### src/rtl/can_psr_pkg.sv
package can_psr_pkg;

    localparam int REG_W     = 32;
    localparam int CODE_W    = 3;
    localparam int TDC_W     = 7;
    localparam int ACT_W     = 2;
    localparam int HI_RSVD_W = REG_W - TDC_W - 16;

    // sticky flag indices
    localparam int NUM_FLAGS = 4;
    localparam int FL_RESI   = 0;
    localparam int FL_RBRS   = 1;
    localparam int FL_RFDF   = 2;
    localparam int FL_PXE    = 3;

    typedef enum logic [CODE_W-1:0] {
        ERR_NONE  = 3'd0,
        ERR_STUFF = 3'd1,
        ERR_FORM  = 3'd2,
        ERR_ACK   = 3'd3,
        ERR_BIT1  = 3'd4,
        ERR_BIT0  = 3'd5,
        ERR_CRC   = 3'd6,
        ERR_NOCHG = 3'd7
    } err_code_e;

    typedef enum logic [ACT_W-1:0] {
        ACT_SYNC = 2'd0,
        ACT_IDLE = 2'd1,
        ACT_RX   = 2'd2,
        ACT_TX   = 2'd3
    } act_e;

    typedef struct packed {
        logic [HI_RSVD_W-1:0] rsvd_hi;
        logic [TDC_W-1:0]     tdc;
        logic                 rsvd15;
        logic [NUM_FLAGS-1:0] flags;
        err_code_e            dlec;
        logic                 bo;
        logic                 ew;
        logic                 ep;
        act_e                 act;
        err_code_e            lec;
    } psr_t;

    // fixed stuff bits in an FD CRC are format elements: report as form
    function automatic err_code_e classify(input logic [CODE_W-1:0] raw,
                                           input logic fixed_stuff);
        err_code_e c;
        c = err_code_e'(raw);
        if (c == ERR_STUFF && fixed_stuff)
            c = ERR_FORM;
        return c;
    endfunction

endpackage

### src/rtl/can_psr_errlog.sv
module can_psr_errlog
    import can_psr_pkg::*;
(
    input  logic              clk,
    input  logic              rst,
    input  logic              rd,
    input  logic              ok,
    input  logic              err,
    input  logic [CODE_W-1:0] err_code,
    input  logic              dphase,
    input  logic              fixed_stuff,
    output err_code_e         lec,
    output err_code_e         dlec
);

    logic      ev;
    err_code_e ev_code;

    always_comb begin
        ev      = err | ok;
        ev_code = err ? classify(err_code, fixed_stuff) : ERR_NONE;
    end

    always_ff @(posedge clk) begin
        if (rst) begin
            lec  <= ERR_NOCHG;
            dlec <= ERR_NOCHG;
        end else begin
            if (ev && !dphase)
                lec <= ev_code;
            else if (rd)
                lec <= ERR_NOCHG;
            if (ev && dphase)
                dlec <= ev_code;
        end
    end

    AST_LEC_READ_RELOAD: assert property (@(posedge clk) disable iff (rst)
        (rd && !ok && !err) |=> lec == ERR_NOCHG);
    AST_DLEC_READ_KEEP: assert property (@(posedge clk) disable iff (rst)
        (rd && !ok && !err) |=> $stable(dlec));
    AST_LEC_OK_CLEAR: assert property (@(posedge clk) disable iff (rst)
        (ok && !err && !dphase) |=> lec == ERR_NONE);
    AST_DPHASE_KEEP_LEC: assert property (@(posedge clk) disable iff (rst)
        ((ok || err) && dphase && !rd) |=> $stable(lec));
    AST_DLEC_OK_CLEAR: assert property (@(posedge clk) disable iff (rst)
        (ok && !err && dphase) |=> dlec == ERR_NONE);
    AST_FIXED_STUFF_FORM: assert property (@(posedge clk) disable iff (rst)
        (err && !dphase && err_code == 3'd1 && fixed_stuff) |=> lec == ERR_FORM);
    AST_ERR_BEATS_READ: assert property (@(posedge clk) disable iff (rst)
        (err && rd && !dphase && err_code == 3'd6) |=> lec == ERR_CRC);
    AST_ERR_BEATS_OK: assert property (@(posedge clk) disable iff (rst)
        (err && ok && !dphase && err_code == 3'd3) |=> lec == ERR_ACK);

endmodule

### src/rtl/can_psr_flags.sv
module can_psr_flags
    import can_psr_pkg::*;
#(
    parameter int N = NUM_FLAGS
) (
    input  logic         clk,
    input  logic         rst,
    input  logic         rd,
    input  logic [N-1:0] set,
    input  logic [N-1:0] val,
    output logic [N-1:0] q
);

    for (genvar i = 0; i < N; i++) begin : g_flag
        always_ff @(posedge clk) begin
            if (rst)
                q[i] <= 1'b0;
            else if (set[i])
                q[i] <= val[i];
            else if (rd)
                q[i] <= 1'b0;
        end

        AST_FLAG_EVENT_LOADS: assert property (@(posedge clk) disable iff (rst)
            set[i] |=> q[i] == $past(val[i]));
        AST_FLAG_READ_CLEARS: assert property (@(posedge clk) disable iff (rst)
            (rd && !set[i]) |=> !q[i]);
        AST_FLAG_HOLDS: assert property (@(posedge clk) disable iff (rst)
            (!rd && !set[i]) |=> $stable(q[i]));
    end

endmodule

### src/rtl/can_psr.sv
module can_psr
    import can_psr_pkg::*;
(
    input  logic              clk,
    input  logic              rst,
    input  logic              host_rd,
    output logic [REG_W-1:0]  rd_data,
    input  logic              frame_ok,
    input  logic              err_evt,
    input  logic [CODE_W-1:0] err_type,
    input  logic              in_data_phase,
    input  logic              crc_fixed_stuff,
    input  logic              fd_rx,
    input  logic              fd_rx_brs,
    input  logic              fd_rx_esi,
    input  logic              proto_exc,
    input  logic [ACT_W-1:0]  activity,
    input  logic              bus_off,
    input  logic              err_warn,
    input  logic              err_passive,
    input  logic [TDC_W-1:0]  tdc_value
);

    err_code_e            lec;
    err_code_e            dlec;
    logic [NUM_FLAGS-1:0] fl_set;
    logic [NUM_FLAGS-1:0] fl_val;
    logic [NUM_FLAGS-1:0] fl_q;
    psr_t                 psr;

    can_psr_errlog u_errlog (
        .clk         (clk),
        .rst         (rst),
        .rd          (host_rd),
        .ok          (frame_ok),
        .err         (err_evt),
        .err_code    (err_type),
        .dphase      (in_data_phase),
        .fixed_stuff (crc_fixed_stuff),
        .lec         (lec),
        .dlec        (dlec)
    );

    always_comb begin
        fl_set          = '0;
        fl_val          = '0;
        fl_set[FL_PXE]  = proto_exc;
        fl_val[FL_PXE]  = 1'b1;
        fl_set[FL_RFDF] = fd_rx;
        fl_val[FL_RFDF] = 1'b1;
        fl_set[FL_RBRS] = fd_rx;
        fl_val[FL_RBRS] = fd_rx_brs;
        fl_set[FL_RESI] = fd_rx;
        fl_val[FL_RESI] = fd_rx_esi;
    end

    can_psr_flags #(.N(NUM_FLAGS)) u_flags (
        .clk (clk),
        .rst (rst),
        .rd  (host_rd),
        .set (fl_set),
        .val (fl_val),
        .q   (fl_q)
    );

    always_comb begin
        psr         = '0;
        psr.tdc     = tdc_value;
        psr.flags   = fl_q;
        psr.dlec    = dlec;
        psr.bo      = bus_off;
        psr.ew      = err_warn;
        psr.ep      = err_passive;
        psr.act     = act_e'(activity);
        psr.lec     = lec;
        rd_data     = psr;
    end

    AST_RFDF_ON_FD: assert property (@(posedge clk) disable iff (rst)
        fd_rx |=> rd_data[13]);
    AST_PXE_ON_EXC: assert property (@(posedge clk) disable iff (rst)
        proto_exc |=> rd_data[14]);

endmodule

### config.mk
export PLATFORM = sky130hd
export DESIGN_NAME = can_psr
export DESIGN_NICKNAME = d
export VERILOG_FILES = /design/src/rtl/can_psr_pkg.sv /design/src/rtl/can_psr_errlog.sv /design/src/rtl/can_psr_flags.sv /design/src/rtl/can_psr.sv
export SDC_FILE = /design/constraint.sdc
export NUM_CORES = 1
export LEC_CHECK = 0
export ABC_AREA = 1
export BUFFER_PORTS_ARGS = -buffer_cell sky130_fd_sc_hd__buf_2
export CORE_MARGIN = 8
export CORE_UTILIZATION = 34
export DETAILED_ROUTE_END_ITERATION = 10
export PLACE_DENSITY = 0.77
export SLEW_MARGIN = 0
export SYNTH_ARGS = -nofsm -noshare
export SYNTH_HDL_FRONTEND = slang
export SYNTH_SLANG_ARGS = --single-unit
### constraint.sdc
create_clock -name clk -period 0.8 [get_ports clk]
set_input_delay 0.12 -clock clk [delete_from_list [all_inputs] [get_ports clk]]
set_output_delay 0.12 -clock clk [all_outputs]
set_load 0.005 [all_outputs]
==> results of run 1 <==
==> routing by layer <==
| metal | vias up | part of all wire (%) | global-route usage, % |
|---|---|---|---|
| li1 | 240 | - | - |
| met5 | - | 0 | 0 |
| met3 | 4 | 15 | 4.66 |
| met2 | 43 | 50 | 12.9 |
| met4 | 0 | 2.1 | 4.36 |
| met1 | 207 | 33 | 6.68 |
==> power groups by stage <==
stage	Sequential [uW]	Clock (uW)	Combinational, uW
detailed placement	557	0	176
global placement	556	0	172
finish	557	457	198
global route	562	509	226
floorplan	561	0	162
CTS	555	473	189
==> cells by family (layout without fill, tap and decap cells) <==
group / Yosys count / in the layout / synth area share, %
DFF: 10 / 10 / 35.0
and+or+nand+nor: 26 / 26 / 18.6
buffers and inverters: 27 / 32 / 32.2
other: 1 / 10 / 0.656
AOI/OAI and AO/OA: 13 / 13 / 13.6
==> how the worst min path moves through the flow <==
stage	cells past startpoint	startpoint	endpoint
6_report	3	proto_exc	u_flags.q[3]$_SDFFE_PP0P_
5_1_grt	3	proto_exc	u_flags.q[3]$_SDFFE_PP0P_
4_1_cts	3	proto_exc	u_flags.q[3]$_SDFFE_PP0P_
3_5_place_dp	0	activity[1]	rd_data[4]
3_3_place_gp	0	activity[1]	rd_data[4]
2_1_floorplan	1	rst	u_flags.q[0]$_SDFFE_PP0P_
==> flip-flops by register name (all words and copies together) (netlist names) <==
register       count
u_errlog.lec       3
u_flags.q          4
u_errlog.dlec      3
==> cell type report <==
type	instances	area, sq um	share of cell area [%]
Clock buffer	4	36.3	5.47
Sequential cell	10	213	32.1
Multi-Input combinational cell	49	221	33.4
Tap cell	17	21.3	3.21
Inverter	5	18.8	2.83
Timing Repair Buffer	23	153	23.0
==> metrics by stage <==
stage | hold slack, ps | util [%] | power (uW)
after CTS | 54.3 | 38.9 | 1220
final | 63.4 | 40.2 | 1210
after global placement | 240 | 34.9 | 728
after floorplan | 189 | - | 723
after detailed placement | 240 | 34.9 | 734
after global routing | 79.6 | 40.2 | 1300
==> synth_stat cells <==
master / n / share of area, %
o21ai_2: 2 / 3.1
o21ai_0: 2 / 1.8
conb_1: 1 / 0.66
nand2_1: 19 / 12
inv_1: 5 / 3.3
nor2_1: 4 / 2.6
o211ai_1: 1 / 1.3
o21bai_1: 1 / 1.3
a21oi_1: 6 / 5.3
dfxtp_1: 10 / 35
o21ai_1: 1 / 0.87
buf_4: 22 / 29
nand3_1: 1 / 0.87
nand3b_1: 2 / 2.6
==> repair_timing <==
action	4_1_cts	5_1_grt
gates resized for setup	12	4
cloned	0	0
setup endpoints to repair	10	10
==> cells in the final DEF, fill, tap and decap left out, types with 2 or more instances in the layout <==
cell type / count
a21oi_1: 6
buf_2: 17
buf_6: 6
clkbuf_4: 3
conb_1: 10
dfxtp_2: 10
inv_1: 5
nand2_1: 19
nand3b_1: 2
nor2_1: 4
o21ai_0: 2
o21ai_2: 2
==> flow_summary.json, run 1 <==
{
  "p_clk_share_pct": 37.7,
  "die_h_microns": 57.0,
  "insertedDiodeCount": 0,
  "min_period_over_period_pct": 104,
  "ys_seq_elements": 10,
  "cp_slowest_cell": "dfxtp_2",
  "reg2reg_setup_slack_ps": 100,
  "crit_path_cell_trace": "buf_6",
  "p_sw_uw": 300,
  "cts_tree": "built",
  "synth.distinct_cells": 14,
  "cts.sinks": 10,
  "power_density_nw_per_um2": 1830,
  "syn_inst": 77,
  "worstSetupEndpoint": "rd_data[2]",
  "drt_wl_total_microns": 1310,
  "internal_power_uw": 912,
  "dp.cells": 104,
  "fillers": 175,
  "hold_violations": 0,
  "drt-pass1-iter-count": 5,
  "period_minus_slack_ps": 830,
  "fin_cells": 108,
  "critPathMaxStageDelay_ps": 330,
  "leakage_uw": 0.000344,
  "swShare_pct": 24.8,
  "drtIter0Drc": 5,
  "path_delay_family": "flip-flops",
  "dpl_cell_area_sq_um": 577,
  "syn_area_sq_um": 572,
  "reg2reg_depth": 3,
  "final_cell_area_sq_um": 663,
  "ys_warn_count": 0,
  "drc": 0,
  "cts-hold-fix-buffers": 0,
  "die_area_sq_um": 3250,
  "gr-total-overflow": 0,
  "cts_root_buffer": "clkbuf_4",
  "ios": 58,
  "worstPathRequired_ps": 680,
  "antenna_left": 0,
  "startpoint_type": "flop",
  "final_layout_size_suffix_gt1_share_pct": 42.9,
  "reg2reg_to": "u_errlog.lec[1]$_SDFFE_PP1P_",
  "rsz0062_at_grt": "yes",
  "max_cap_viol_count": 0,
  "row_count": 15,
  "violations": "setup timing",
  "cp_max_fo": 2,
  "start_util_pct": 34.6,
  "antenna_found_initial": 0,
  "clock_latency_ps": 270,
  "num_vias": 494,
  "hp-class": "input port to flop",
  "max_freq_ghz": 1.20,
  "setup_viol": 10,
  "htree_levels": 1,
  "comb_power_share_pct": 16.3,
  "critPathCaptureType": "output pin",
  "pre_cts_ws_ps": -15.7,
  "cp_num_cells": 1,
  "gp_congestion": 0.710,
  "final_nets": 118,
  "grt_pass1_vias": 514,
  "ir_worst_vdd_mv": 0.915,
  "worstSetupPathType": "flop to output pin",
  "grt_pass1_wl_microns": 2010,
  "slew_viol_final": 0,
  "r2r_start": "u_errlog.lec[1]$_SDFFE_PP1P_",
  "setup_slack_ps": -30.0,
  "clockBufferDepth": 2,
  "track_usage_pct": 7.58,
  "syn_to_final_growth_pct": 16.0,
  "post_drt_via_cell_ratio": 4.57,
  "clk_pin_slew_worst_paths_ps": 70,
  "cp.arrival_ps": 710,
  "port-buffer-count": 23,
  "synth_seq_area_share_pct": 35.0,
  "fp.coreArea_sq_um": 1650,
  "synth.avg_cell_area_sq_um": 7.43,
  "finalClockSkew_ps": 0,
  "status": "complete, but fails checks",
  "crit_buf_inv": 1,
  "cts_buffers": 3,
  "grt_max_degree": 8,
  "die_w_microns": 57.0,
  "hpwl_microns": 1090,
  "wl_per_cell_microns": 12.1,
  "finalSetupTns_ps": -201,
  "post-cts-setup-buffers": 0,
  "cp-startpoint": "u_errlog.lec[2]$_SDFFE_PP1P_",
  "pwr-share-seq_pct": 46.0
}
Power figures use the tool's default switching activity.
==> inputs of run 2 (changes only) <==
Settings changed: CORE_UTILIZATION 34 to 36, CTS_BUF_LIST set to sky130_fd_sc_hd__clkbuf_4 sky130_fd_sc_hd__clkbuf_8, PLACE_DENSITY 0.77 to 0.81.
==> flow_summary.json, run 2 (synthesis gave the netlist of run 1 again) <==
{
  "status": "complete, but fails checks",
  "violations": "setup timing",
  "reg2reg_depth": 3,
  "wl_per_cell_microns": 12.6,
  "grt_max_degree": 8,
  "htree_levels": 1,
  "drc": 0,
  "die_w_microns": 55.9,
  "layout_commonest_cell": "nand2_1",
  "pwr-share-seq_pct": 49.8,
  "port-buffer-count": 23,
  "finalClockSkew_ps": 0,
  "regArea_sq_um": 213,
  "cp-startpoint": "u_errlog.lec[2]$_SDFFE_PP1P_",
  "critPathMaxStageDelay_ps": 330,
  "hold_end": "u_flags.q[3]$_SDFFE_PP0P_",
  "cts.sinks": 10,
  "die_area_sq_um": 3120,
  "reg2reg_to": "u_errlog.lec[2]$_SDFFE_PP1P_",
  "worstPathRequired_ps": 680,
  "crit_buf_inv": 1,
  "hold_start": "proto_exc",
  "startpoint_type": "flop",
  "hpwl_microns": 1110,
  "path_delay_family": "flip-flops",
  "gp_congestion": 0.712,
  "drt_wl_total_microns": 1380,
  "clock_latency_ps": 260,
  "hold_depth": 3,
  "crit_path_cell_trace": "buf_6",
  "hold_violations": 0,
  "die_h_microns": 55.9,
  "setup_viol": 10,
  "power_density_nw_per_um2": 1660,
  "slew_viol_final": 0,
  "clockBufferDepth": 2,
  "clk_pin_slew_worst_paths_ps": 60,
  "largest_reg_flops": 4,
  "cts_root_buffer": "clkbuf_4",
  "max_freq_ghz": 1.22,
  "critPathCaptureType": "output pin",
  "drt-pass1-iter-count": 4,
  "cts-hold-fix-buffers": 0,
  "worstSetupPathType": "flop to output pin",
  "final_nets": 121,
  "internal_power_uw": 819,
  "comb_power_share_pct": 19.2,
  "reg2reg_setup_slack_ps": 50,
  "grt_pass1_vias": 509,
  "grt_pass1_wl_microns": 2120,
  "reg_top3": "u_flags.q: 4 flops, u_errlog.dlec: 3 flops, u_errlog.lec: 3 flops",
  "hp-class": "input port to flop",
  "cp_max_fo": 2,
  "dp.cells": 103,
  "p_clk_share_pct": 31.0,
  "min_period_over_period_pct": 103,
  "cp.arrival_ps": 700,
  "insertedDiodeCount": 0,
  "row_count": 14,
  "ios": 58,
  "regMostFlops": "u_flags.q",
  "ir_worst_vdd_mv": 0.942,
  "antenna_found_initial": 0,
  "swShare_pct": 26.7,
  "period_minus_slack_ps": 822,
  "cp_slowest_cell": "dfxtp_2",
  "layout_common_cells": "nand2_1 (19), buf_2 (17), conb_1 (10), dfxtp_2 (10), buf_6 (6)",
  "syn_to_final_growth_pct": 17.9,
  "track_usage_pct": 8.16,
  "cts_buffers": 3,
  "leakage_uw": 0.000348,
  "p_sw_uw": 298,
  "multi_input_area_sq_um": 225,
  "fin_cells": 109,
  "post_drt_via_cell_ratio": 4.50,
  "setup_slack_ps": -21.6,
  "start_util_pct": 38.0,
  "num_vias": 491,
  "max_cap_viol_count": 0,
  "antenna_left": 0,
  "fillers": 160,
  "fp.coreArea_sq_um": 1510,
  "rsz0062_at_grt": "yes",
  "final_layout_size_suffix_gt1_share_pct": 45.2,
  "gr-total-overflow": 0,
  "hold_ws_ps": 73.3,
  "r2r_start": "u_errlog.lec[2]$_SDFFE_PP1P_",
  "drtIter0Drc": 12,
  "cts_tree": "built"
}
[run 2: repair_timing]
action,in CTS,in global routing
buffers inserted,2,1
setup endpoints to repair,10,11
resized for setup,12,5
[run 2: layout make-up]
class	instances	share of cell area (%)
multi-input cells	49	33.4
repair buffers	26	26.0
inverters	5	2.78
clock buffers	3	3.34
well taps	16	2.97
flip-flops and latches	10	31.5
[run 2: power groups by stage]
stage / Clock, uW / Sequential (uW) / Combinational [uW]
after floorplan: 0 / 561 / 162
after global placement: 0 / 556 / 172
after detailed placement: 0 / 557 / 177
after CTS: 355 / 554 / 195
after global routing: 369 / 560 / 241
final: 346 / 556 / 215
[run 2: per-layer routing]
layer  wire [microns]  vias to the layer above  GRT usage (%)
met1              494                      208           6.48
met3              218                        3           7.31
met4               11                        0           3.78
li1                 -                      243              -
met2              653                       37           13.6
met5                0                        -              0
[run 2: how the worst max path moves through the flow]
| stage | endpoint | slack [ps] | cells after the start |
|---|---|---|---|
| 6_report | rd_data[2] | -20 | 1 |
| 5_1_grt | rd_data[9] | -40 | 1 |
| 3_5_place_dp | u_errlog.lec[2]$_SDFFE_PP1P_ | -30 | 5 |
| 3_3_place_gp | u_errlog.lec[2]$_SDFFE_PP1P_ | 20 | 5 |
| 2_1_floorplan | u_errlog.lec[0]$_SDFFE_PP1P_ | 150 | 3 |
| 4_1_cts | rd_data[9] | -30 | 1 |
[run 2: stage by stage]
stage | cell area [sq um] | utilization (%) | setup WS [ps] | power (uW) | TNS [ps]
floorplan | 606 | - | 153 | 723 | 0
global placement | 576 | 38.2 | 18.5 | 728 | 0
detailed placement | 576 | 38.2 | -31.9 | 735 | -31.9
CTS | 638 | 42.4 | -31.1 | 1100 | -261
global route | 674 | 44.8 | -44.1 | 1170 | -348
finish | 674 | 44.8 | -21.6 | 1120 | -152
